### config.mk
export PLATFORM = sky130hd
export DESIGN_NAME = lpw_ctrl
export DESIGN_NICKNAME = d
export VERILOG_FILES = /design/src/rtl/lpw_pkg.sv /design/src/rtl/lpw_stop_regs.sv /design/src/rtl/lpw_wake_cmp.sv /design/src/rtl/lpw_fsm.sv /design/src/rtl/lpw_ctrl.sv
export SDC_FILE = /design/constraint.sdc
export NUM_CORES = 1
export LEC_CHECK = 0
export BUFFER_PORTS_ARGS = -buffer_cell sky130_fd_sc_hd__buf_2
export CORE_MARGIN = 10
export CORE_UTILIZATION = 40
export DETAILED_ROUTE_END_ITERATION = 16
export PLACE_DENSITY = 0.82
export SLEW_MARGIN = 10
export SYNTH_ARGS = -nofsm -noshare
export SYNTH_HDL_FRONTEND = slang
export SYNTH_SLANG_ARGS = --single-unit
### constraint.sdc
create_clock -name clk_i -period 1.3 [get_ports clk_i]
set_input_delay 0.26 -clock clk_i [delete_from_list [all_inputs] [get_ports clk_i]]
set_output_delay 0.26 -clock clk_i [all_outputs]
set_load 0.03 [all_outputs]
### src/rtl/lpw_pkg.sv
package lpw_pkg;

    // Controller power state; RUN must encode as zero (reset value).
    typedef enum logic [1:0] {
        PM_RUN      = 2'd0,
        PM_STOPPING = 2'd1,
        PM_STOPPED  = 2'd2
    } pm_state_e;

    // Width of an index able to address n modules (at least one bit).
    function automatic int idx_width(input int n);
        return (n > 1) ? $clog2(n) : 1;
    endfunction

endpackage

### src/rtl/lpw_stop_regs.sv
module lpw_stop_regs #(
    parameter int NUM_MODS = 6,
    parameter int IDX_W    = 3
) (
    input  logic                clk_i,
    input  logic                rst_ni,
    input  logic                wr_en_i,
    input  logic [IDX_W-1:0]    wr_idx_i,
    input  logic                wr_stop_i,
    output logic [NUM_MODS-1:0] stop_o
);

    typedef struct packed {
        logic [NUM_MODS-1:0] stop;
    } regs_t;

    localparam regs_t REGS_RST = '{stop: '0};

    regs_t regs_d, regs_q;

    always_comb begin
        regs_d = regs_q;
        for (int i = 0; i < NUM_MODS; i++) begin
            if (wr_en_i && (wr_idx_i == IDX_W'(i))) begin
                regs_d.stop[i] = wr_stop_i;
            end
        end
    end

    always_ff @(posedge clk_i or negedge rst_ni) begin
        if (!rst_ni) begin
            regs_q <= REGS_RST;
        end else begin
            regs_q <= regs_d;
        end
    end

    assign stop_o = regs_q.stop;

endmodule

### src/rtl/lpw_wake_cmp.sv
module lpw_wake_cmp #(
    parameter int LVL_W = 3
) (
    input  logic [LVL_W-1:0] irq_lvl_i,
    input  logic [LVL_W-1:0] mask_i,
    output logic             wake_o
);

    localparam logic [LVL_W-1:0] LVL_NMI = {LVL_W{1'b1}};

    logic above_mask;
    logic is_nmi;

    always_comb begin
        above_mask = (irq_lvl_i > mask_i);
        is_nmi     = (irq_lvl_i == LVL_NMI);
        wake_o     = above_mask || is_nmi;
    end

endmodule

### src/rtl/lpw_fsm.sv
module lpw_fsm
    import lpw_pkg::*;
#(
    parameter int LVL_W = 3
) (
    input  logic             clk_i,
    input  logic             rst_ni,
    input  logic             bcast_stb_i,
    input  logic [LVL_W-1:0] bcast_mask_i,
    input  logic             wake_req_i,
    output pm_state_e        state_o,
    output logic [LVL_W-1:0] mask_o,
    output logic             sys_en_o,
    output logic             wake_pulse_o
);

    typedef struct packed {
        pm_state_e        st;
        logic [LVL_W-1:0] mask;
        logic             pulse;
    } fsm_t;

    localparam fsm_t FSM_RST = '{st: PM_RUN, mask: '0, pulse: 1'b0};

    fsm_t fsm_d, fsm_q;

    always_comb begin
        fsm_d       = fsm_q;
        fsm_d.pulse = 1'b0;
        unique case (fsm_q.st)
            PM_RUN: begin
                if (bcast_stb_i) begin
                    fsm_d.mask = bcast_mask_i;
                    fsm_d.st   = PM_STOPPING;
                end
            end
            PM_STOPPING: begin
                // mask is stable now; enable drops after this edge
                fsm_d.st = PM_STOPPED;
            end
            PM_STOPPED: begin
                if (wake_req_i) begin
                    fsm_d.st    = PM_RUN;
                    fsm_d.pulse = 1'b1;
                end
            end
            default: begin
                fsm_d.st = PM_RUN;
            end
        endcase
    end

    always_ff @(posedge clk_i or negedge rst_ni) begin
        if (!rst_ni) begin
            fsm_q <= FSM_RST;
        end else begin
            fsm_q <= fsm_d;
        end
    end

    assign state_o      = fsm_q.st;
    assign mask_o       = fsm_q.mask;
    assign sys_en_o     = (fsm_q.st != PM_STOPPED);
    assign wake_pulse_o = fsm_q.pulse;

endmodule

### src/rtl/lpw_ctrl.sv
module lpw_ctrl
    import lpw_pkg::*;
#(
    parameter  int NUM_MODS = 6,
    parameter  int LVL_W    = 3,
    localparam int IDX_W    = lpw_pkg::idx_width(NUM_MODS)
) (
    input  logic                clk_i,
    input  logic                rst_ni,
    input  logic                wr_en_i,
    input  logic [IDX_W-1:0]    wr_idx_i,
    input  logic                wr_stop_i,
    input  logic                bcast_stb_i,
    input  logic [LVL_W-1:0]    bcast_mask_i,
    input  logic [LVL_W-1:0]    irq_lvl_i,
    output logic                sys_clk_en_o,
    output logic [NUM_MODS-1:0] mod_clk_en_o,
    output logic [NUM_MODS-1:0] mod_stop_o,
    output logic [LVL_W-1:0]    lp_mask_o,
    output logic                wake_pulse_o
);

    logic [NUM_MODS-1:0] stop_bits;
    logic [LVL_W-1:0]    mask_q;
    logic                wake_req;
    logic                sys_en;
    pm_state_e           pm_state;

    lpw_stop_regs #(
        .NUM_MODS (NUM_MODS),
        .IDX_W    (IDX_W)
    ) u_regs (
        .clk_i     (clk_i),
        .rst_ni    (rst_ni),
        .wr_en_i   (wr_en_i),
        .wr_idx_i  (wr_idx_i),
        .wr_stop_i (wr_stop_i),
        .stop_o    (stop_bits)
    );

    lpw_wake_cmp #(
        .LVL_W (LVL_W)
    ) u_cmp (
        .irq_lvl_i (irq_lvl_i),
        .mask_i    (mask_q),
        .wake_o    (wake_req)
    );

    lpw_fsm #(
        .LVL_W (LVL_W)
    ) u_fsm (
        .clk_i        (clk_i),
        .rst_ni       (rst_ni),
        .bcast_stb_i  (bcast_stb_i),
        .bcast_mask_i (bcast_mask_i),
        .wake_req_i   (wake_req),
        .state_o      (pm_state),
        .mask_o       (mask_q),
        .sys_en_o     (sys_en),
        .wake_pulse_o (wake_pulse_o)
    );

    // Per-module enable: module not stopped and system clock running.
    for (genvar g = 0; g < NUM_MODS; g++) begin : g_mod_en
        assign mod_clk_en_o[g] = sys_en & ~stop_bits[g];
    end

    assign sys_clk_en_o = sys_en;
    assign mod_stop_o   = stop_bits;
    assign lp_mask_o    = mask_q;

endmodule

After elaboration in Yosys (flattened, before gate mapping)
Cells that the tools add are included.
{ "word_totals": {"regBits": 12, "in_bits": 14, "output_inout_bits": 17, "word_cells": 49} }
{ "op_classes": {"order_cmp": 1, "n_eq_ne": 11, "n_mux": 5, "bitwise_logic": 12, "reduce_logical": 11} }
{ "ops": {"columns": ["operator", "count"], "rows": [
  ["$eq 3x3->1 const B", 3],
  ["$and 1x1->1", 6],
  ["$eq 3x2->1 const B", 2],
  ["$logic_and 1x1->1", 6],
  ["$ne 2x2->1 const B", 3],
  ["$not 1->1", 6],
  ["$pmux 2 s3", 1],
  ["$mux 5", 1],
  ["$reduce_and 2->1", 2],
  ["$eq 3x1->1 const B", 1],
  ["$gt 3x3->1", 1],
  ["$logic_not 3->1", 1],
  ["$eq 2x1->1 const B", 1],
  ["$eq 2x2->1 const B", 1],
  ["$logic_not 2->1", 1],
  ["$mux 1", 2],
  ["$mux 2", 1],
  ["$logic_or 1x1->1", 1]
]} }

Depth between registers and ports, before layout
{ "depth": {"ltp_word": 4, "mapped_depth": 5, "mapped_depth_nobuf": 5} }

Modules after synthesis
From an unflattened synthesis, not the netlist that was laid out.
{ "unflattened": {"cells_unflattened": 51, "hier_area_um2": 665.6} }
{ "modules_own_cells": {"columns": ["mod", "n_inst", "cells_each", "area_each_um2", "seq_area_each_um2"], "rows": [
  ["lpw_stop_regs", 1, 18, 299.0, 150.1],
  ["lpw_fsm", 1, 15, 229.0, 150.1],
  ["lpw_wake_cmp", 1, 12, 85.1, 0.0],
  ["lpw_ctrl", 1, 6, 52.6, 0.0]
]} }

Worst setup path before layout
No wires, ideal clock.
{ "synth_timing": {"kind": "register to register", "startpoint": "register u_fsm.fsm_q (netlist bit u_fsm.mask_o[2])", "endpoint": "register u_fsm.fsm_q (netlist bit u_fsm.state_o[1])", "setup_time_ns": 0.064, "arrival_ns": 1.408, "required_time_ns": 1.236, "path_slack_ns": -0.172, "path_stages_with_launch": 6, "n_path_buf": 0, "period_less_slack_ns": 1.472, "cell_sequence": "dfrtp_1 inv_1 ha_1 and3b_1 o21ai_0 a31o_2"} }
{ "synth_via": {"elab_chain_len": 4} }
{ "synth_rtl": {"columns": ["item", "line_no", "rtl"], "rows": [
  ["from (decl)", "lpw_fsm.sv:25", "fsm_t fsm_d, fsm_q;"],
  ["from (signal assigned)", "lpw_fsm.sv:57", "fsm_q <= fsm_d;"],
  ["$gt 3x3->1", "lpw_wake_cmp.sv:15", "above_mask = (irq_lvl_i > mask_i);"],
  ["$logic_or 1x1->1", "lpw_wake_cmp.sv:17", "wake_o = above_mask || is_nmi;"],
  ["$ne 2x2->1 (no line)", null, null],
  ["$reduce_and 2->1 (no line)", null, null]
]} }
No other way between the ends.
A chain may end at the register's enable or synchronous reset.

Final worst setup path
{ "layout_timing": {"startpoint": "register u_fsm.fsm_q (netlist bit u_fsm.state_o[0])", "endpoint": "output port mod_clk_en_o[3]"} }
{ "layout_via": {"elab_chain_len": 2} }
{ "layout_rtl": {"columns": ["item", "line_no", "rtl"], "rows": [
  ["$ne 2x2->1", "lpw_fsm.sv:63", "assign sys_en_o = (fsm_q.st != PM_STOPPED);"],
  ["$and 1x1->1", "lpw_ctrl.sv:65", "assign mod_clk_en_o[g] = sys_en & ~stop_bits[g];"],
  ["to (decl)", "lpw_ctrl.sv:17", "output logic [NUM_MODS-1:0] mod_clk_en_o,"]
]} }
No other way between the ends.

==> impl_summary.txt <==
----------------------------------------------------
[STA]
  Least-Margin Pin Slew ... roughly 270 ps
  # setup viols final ... 7
  Unrepaired setup endpoints after global routing ... true
  Shortest clock period the worst path allows after layout ... about 1400 ps
  Max-slew headroom ... about 82%
  Pins Over Slew Limit ... 0
  Max Clk Rate ... 709.8 MHz
  Sum of negative setup slack ... -710.0 ps
  Worst setup margin ... -108.8 ps
  Part of the cycle the worst path needs ... 108.4%
  Hold Vio Cnt, Final ... 0
  Worst Clk Skew ... 0.2433 ps

[Detailed routing]
  Number of DRC violations after detailed-routing iteration 0 ... 6
  Post-detailed-routing wire length ... 1.596 mm
  First drt pass iteration count ... 4
  Post-DRT Antenna Nets ... 0
  Number of remaining DRC errors ... 0
  Number of vias after detailed routing ... between 500 and 600
  Via density per instance ... a little over 5
  Average wire per standard cell ... 14.92 um

[Place]
  IO buf count ... 30
  Cell Count Post-Placement ... roughly 100
  Post-DP HPWL ... 1.246 mm
  Post-detailed-placement cell area ... a little over 800 sq um
  Gp weighted congestion ... ~0.75

[Synthesis]
  Sequential cell area fraction in the yosys report ... 47.90%
  Leading area contributor after synthesis ... dfrtp_1
  Biggest area contributors in the synthesized netlist ... dfrtp_1 (48%), mux2_2 (9.0%), ha_1 (6.0%)
  Most instantiated flip-flop cell in the synthesis netlist ... dfrtp_1
  Synthesized area ... ~630 sq um
  Synthesized area divided by synthesized cell count ... between 10 and 15 sq um
  Synth async-reset ratio ... 100.0%
  Cell count after synthesis ... 54
  Number of storage elements in the synthesis netlist ... 12
  Number of synthesized flops with an enable pin ... 0
  Area fraction of the dominant cell type after synthesis ... between 40% and 50%
  Number of nets produced by synthesis ... between 70 and 80
  Distinct cell type count of the synthesized netlist ... 20
  Number of warnings issued by yosys ... 0

[Final layout]
  Layout cells sized above 1 ... about 57%
  Ant. Diodes ... 0
  Utilization of the core after routing ... 60.59%
  Commonest non-fill, non-tap cell in the layout ... buf_2
  Post-route non-filler standard cell count ... 107
  Design area ... approximately 900 sq um
  Highest-count cells in the layout ignoring fill and taps ... buf_2 (23), dfrtp_1 (10), buf_4 (9)
  Net total in the final layout ... roughly 110
  Layout overhead on the synthesized area ... 43.91%

[Floorplanning]
  Die Span X ... between 50 and 60 um
  Num rows ... 14
  Area of the core ... around 0.0015 sq mm
  Initial Util ... between 40% and 50%
  Full die area ... about 0.0036 sq mm
  I/O pin cnt ... 31
  Die Ht ... about 60 um

[Setup path]
  CP peak stage delay ... slightly above 400 ps
  Start-to-end type of the worst setup path ... register to output port
  Cell class contributing the biggest share of worst-path delay ... flip-flops
  Crit start category ... register
  Peak fanout along the critical path ... 8
  Data required time of the critical path ... around 1000 ps
  Critical path endpoint category ... output port
  Critical path arrival ... roughly 1200 ps
  Slowest cell on crit path ... dfrtp_1
  CP cell instances ... nor2b_4 -> nor2_1 -> buf_4
  Number of buffers and inverters on the critical path ... 1

[Clock tree]
  Maximum clock insertion buffer count ... 2
  TritonCTS clock tree ... yes
  Worst-skew pair later-pin latency ... about 270 ps
  Cts bufs inserted ... 3
  Master cell of the clock root buffer ... clkbuf_4
  CTS clock-pin slew for the worst setup and hold paths ... 80 ps
  Clock sink count ... 12
  Maximum level of the CTS H-tree ... 1

[Run]
  Number of max-capacitance violations reported ... 0

[Min path]
  Path type of the worst min-delay path ... input pin to register

[Power]
  Maximum resistive drop on vdd ... 977.9 uV
  Power density normalized to cell area ... ~2200 mW/mm^2
  Leakage dissipation ... about 0.46 nW
  Power Total ... 1.967 mW

[GRT]
  Number of antenna violations at the first check in global routing ... 0
  Vias in the first global route ... about 520
  Grt met1 use ... between 10 and 15%
  Residual overflow from global routing ... 0
  Maximum number of pins on one net before global-route repair ... 13
  Met3 Usage GRT ... 3.433%
  GR Util All Layers ... under 10%
  Met2 usage ... about 15%
  Busiest metal layer after global routing ... met2
  Global-route wire length before repair ... between 2 and 2.5 mm

[Status]
  Violated checks ... negative setup slack
  Run status ... finished, violations left

----------------------------------------------------
## layout make-up
type                    instances  area, sq um
fillers                       127        586.8
multi-input cells              37        334.1
flip-flops and latches         12        302.8
well taps                      16        20.02
inverters                       4        15.01
repair buffers                 34        203.9
clock buffers                   4        26.28
## worst register-to-register path, delay by kind of cell, from the launching register on
family          cells  cell delay (ps)
buf+inv             1               50
fa+ha+maj           1              280
flops               1              350
compound gates      2              290
simple gates        1              170
## metal layers
metal,part of all wire [%],wire length (um),vias to the layer above
met2,53,853,10
met4,0.56,9,0
li1,-,-,265
met1,41,649,262
met5,0,0,-
met3,5.3,84,2
## cells in the mapped netlist, types with 2 or more instances
cell type	instances
inv_1	4
mux2_4	2
ha_1	3
nor2b_1	2
nor2_1	6
nand4b_1	2
mux2_2	5
o21ai_0	3
and4bb_1	2
nand3_1	2
dfrtp_1	12
nand2_1	3
## report_power, final
group	switching, mW	internal (mW)	leakage, nW
registers	0.0778	0.499	0.145
clock network	0.116	0.119	0.0150
logic	0.696	0.459	0.300
## repair_timing
action,in CTS,in global routing
hold endpoints to repair,12,0
hold buffers,1,0
endpoints found under the setup margin,7,11
resized for setup,11,1
pin swaps,3,2
gates cloned,0,0
setup buffers,1,0
## through the flow
step	hold WS, ps	setup WS (ps)
finish	195.0	-108.8
global placement	149.0	-13.36
floorplan	-35.59	-42.10
global route	192.9	-177.8
detailed placement	153.7	-75.27
CTS	184.0	-116.1
## flip-flops by register name, summed over array words and instances (netlist names)
name	cells
u_fsm.mask_o	3
u_fsm.state_o	2
u_fsm.wake_pulse_o	1
u_regs.stop_o	6
## logic make-up (layout without fill, tap and decap cells)
logic type,after synthesis,after routing,synth area share [%]
flip-flops,12,12,47.90
AND/OR/NAND/NOR,21,21,23.35
multiplexers,7,7,13.77
adder cells (fa/ha/maj),3,3,5.989
AO/OA/AOI/OAI,6,6,5.788
buffers and inverters,5,42,3.192
## final timing paths
path / from / cells after the start / end / slack [ps]
min in group asynchronous: rst_ni / 2 / u_fsm.wake_pulse_o / 410
setup / recovery: u_fsm.state_o[0] / 3 / mod_clk_en_o[3] / -110
hold reg to reg: u_regs.stop_o[0] / 1 / u_regs.stop_o[0] / 540
setup reg to reg: u_fsm.mask_o[1] / 5 / u_fsm.state_o[1] / 50
max in group asynchronous: rst_ni / 2 / u_fsm.mask_o[1] / 670
hold / removal: bcast_mask_i[1] / 3 / u_fsm.mask_o[1] / 200
Power figures use the tool's default switching activity.
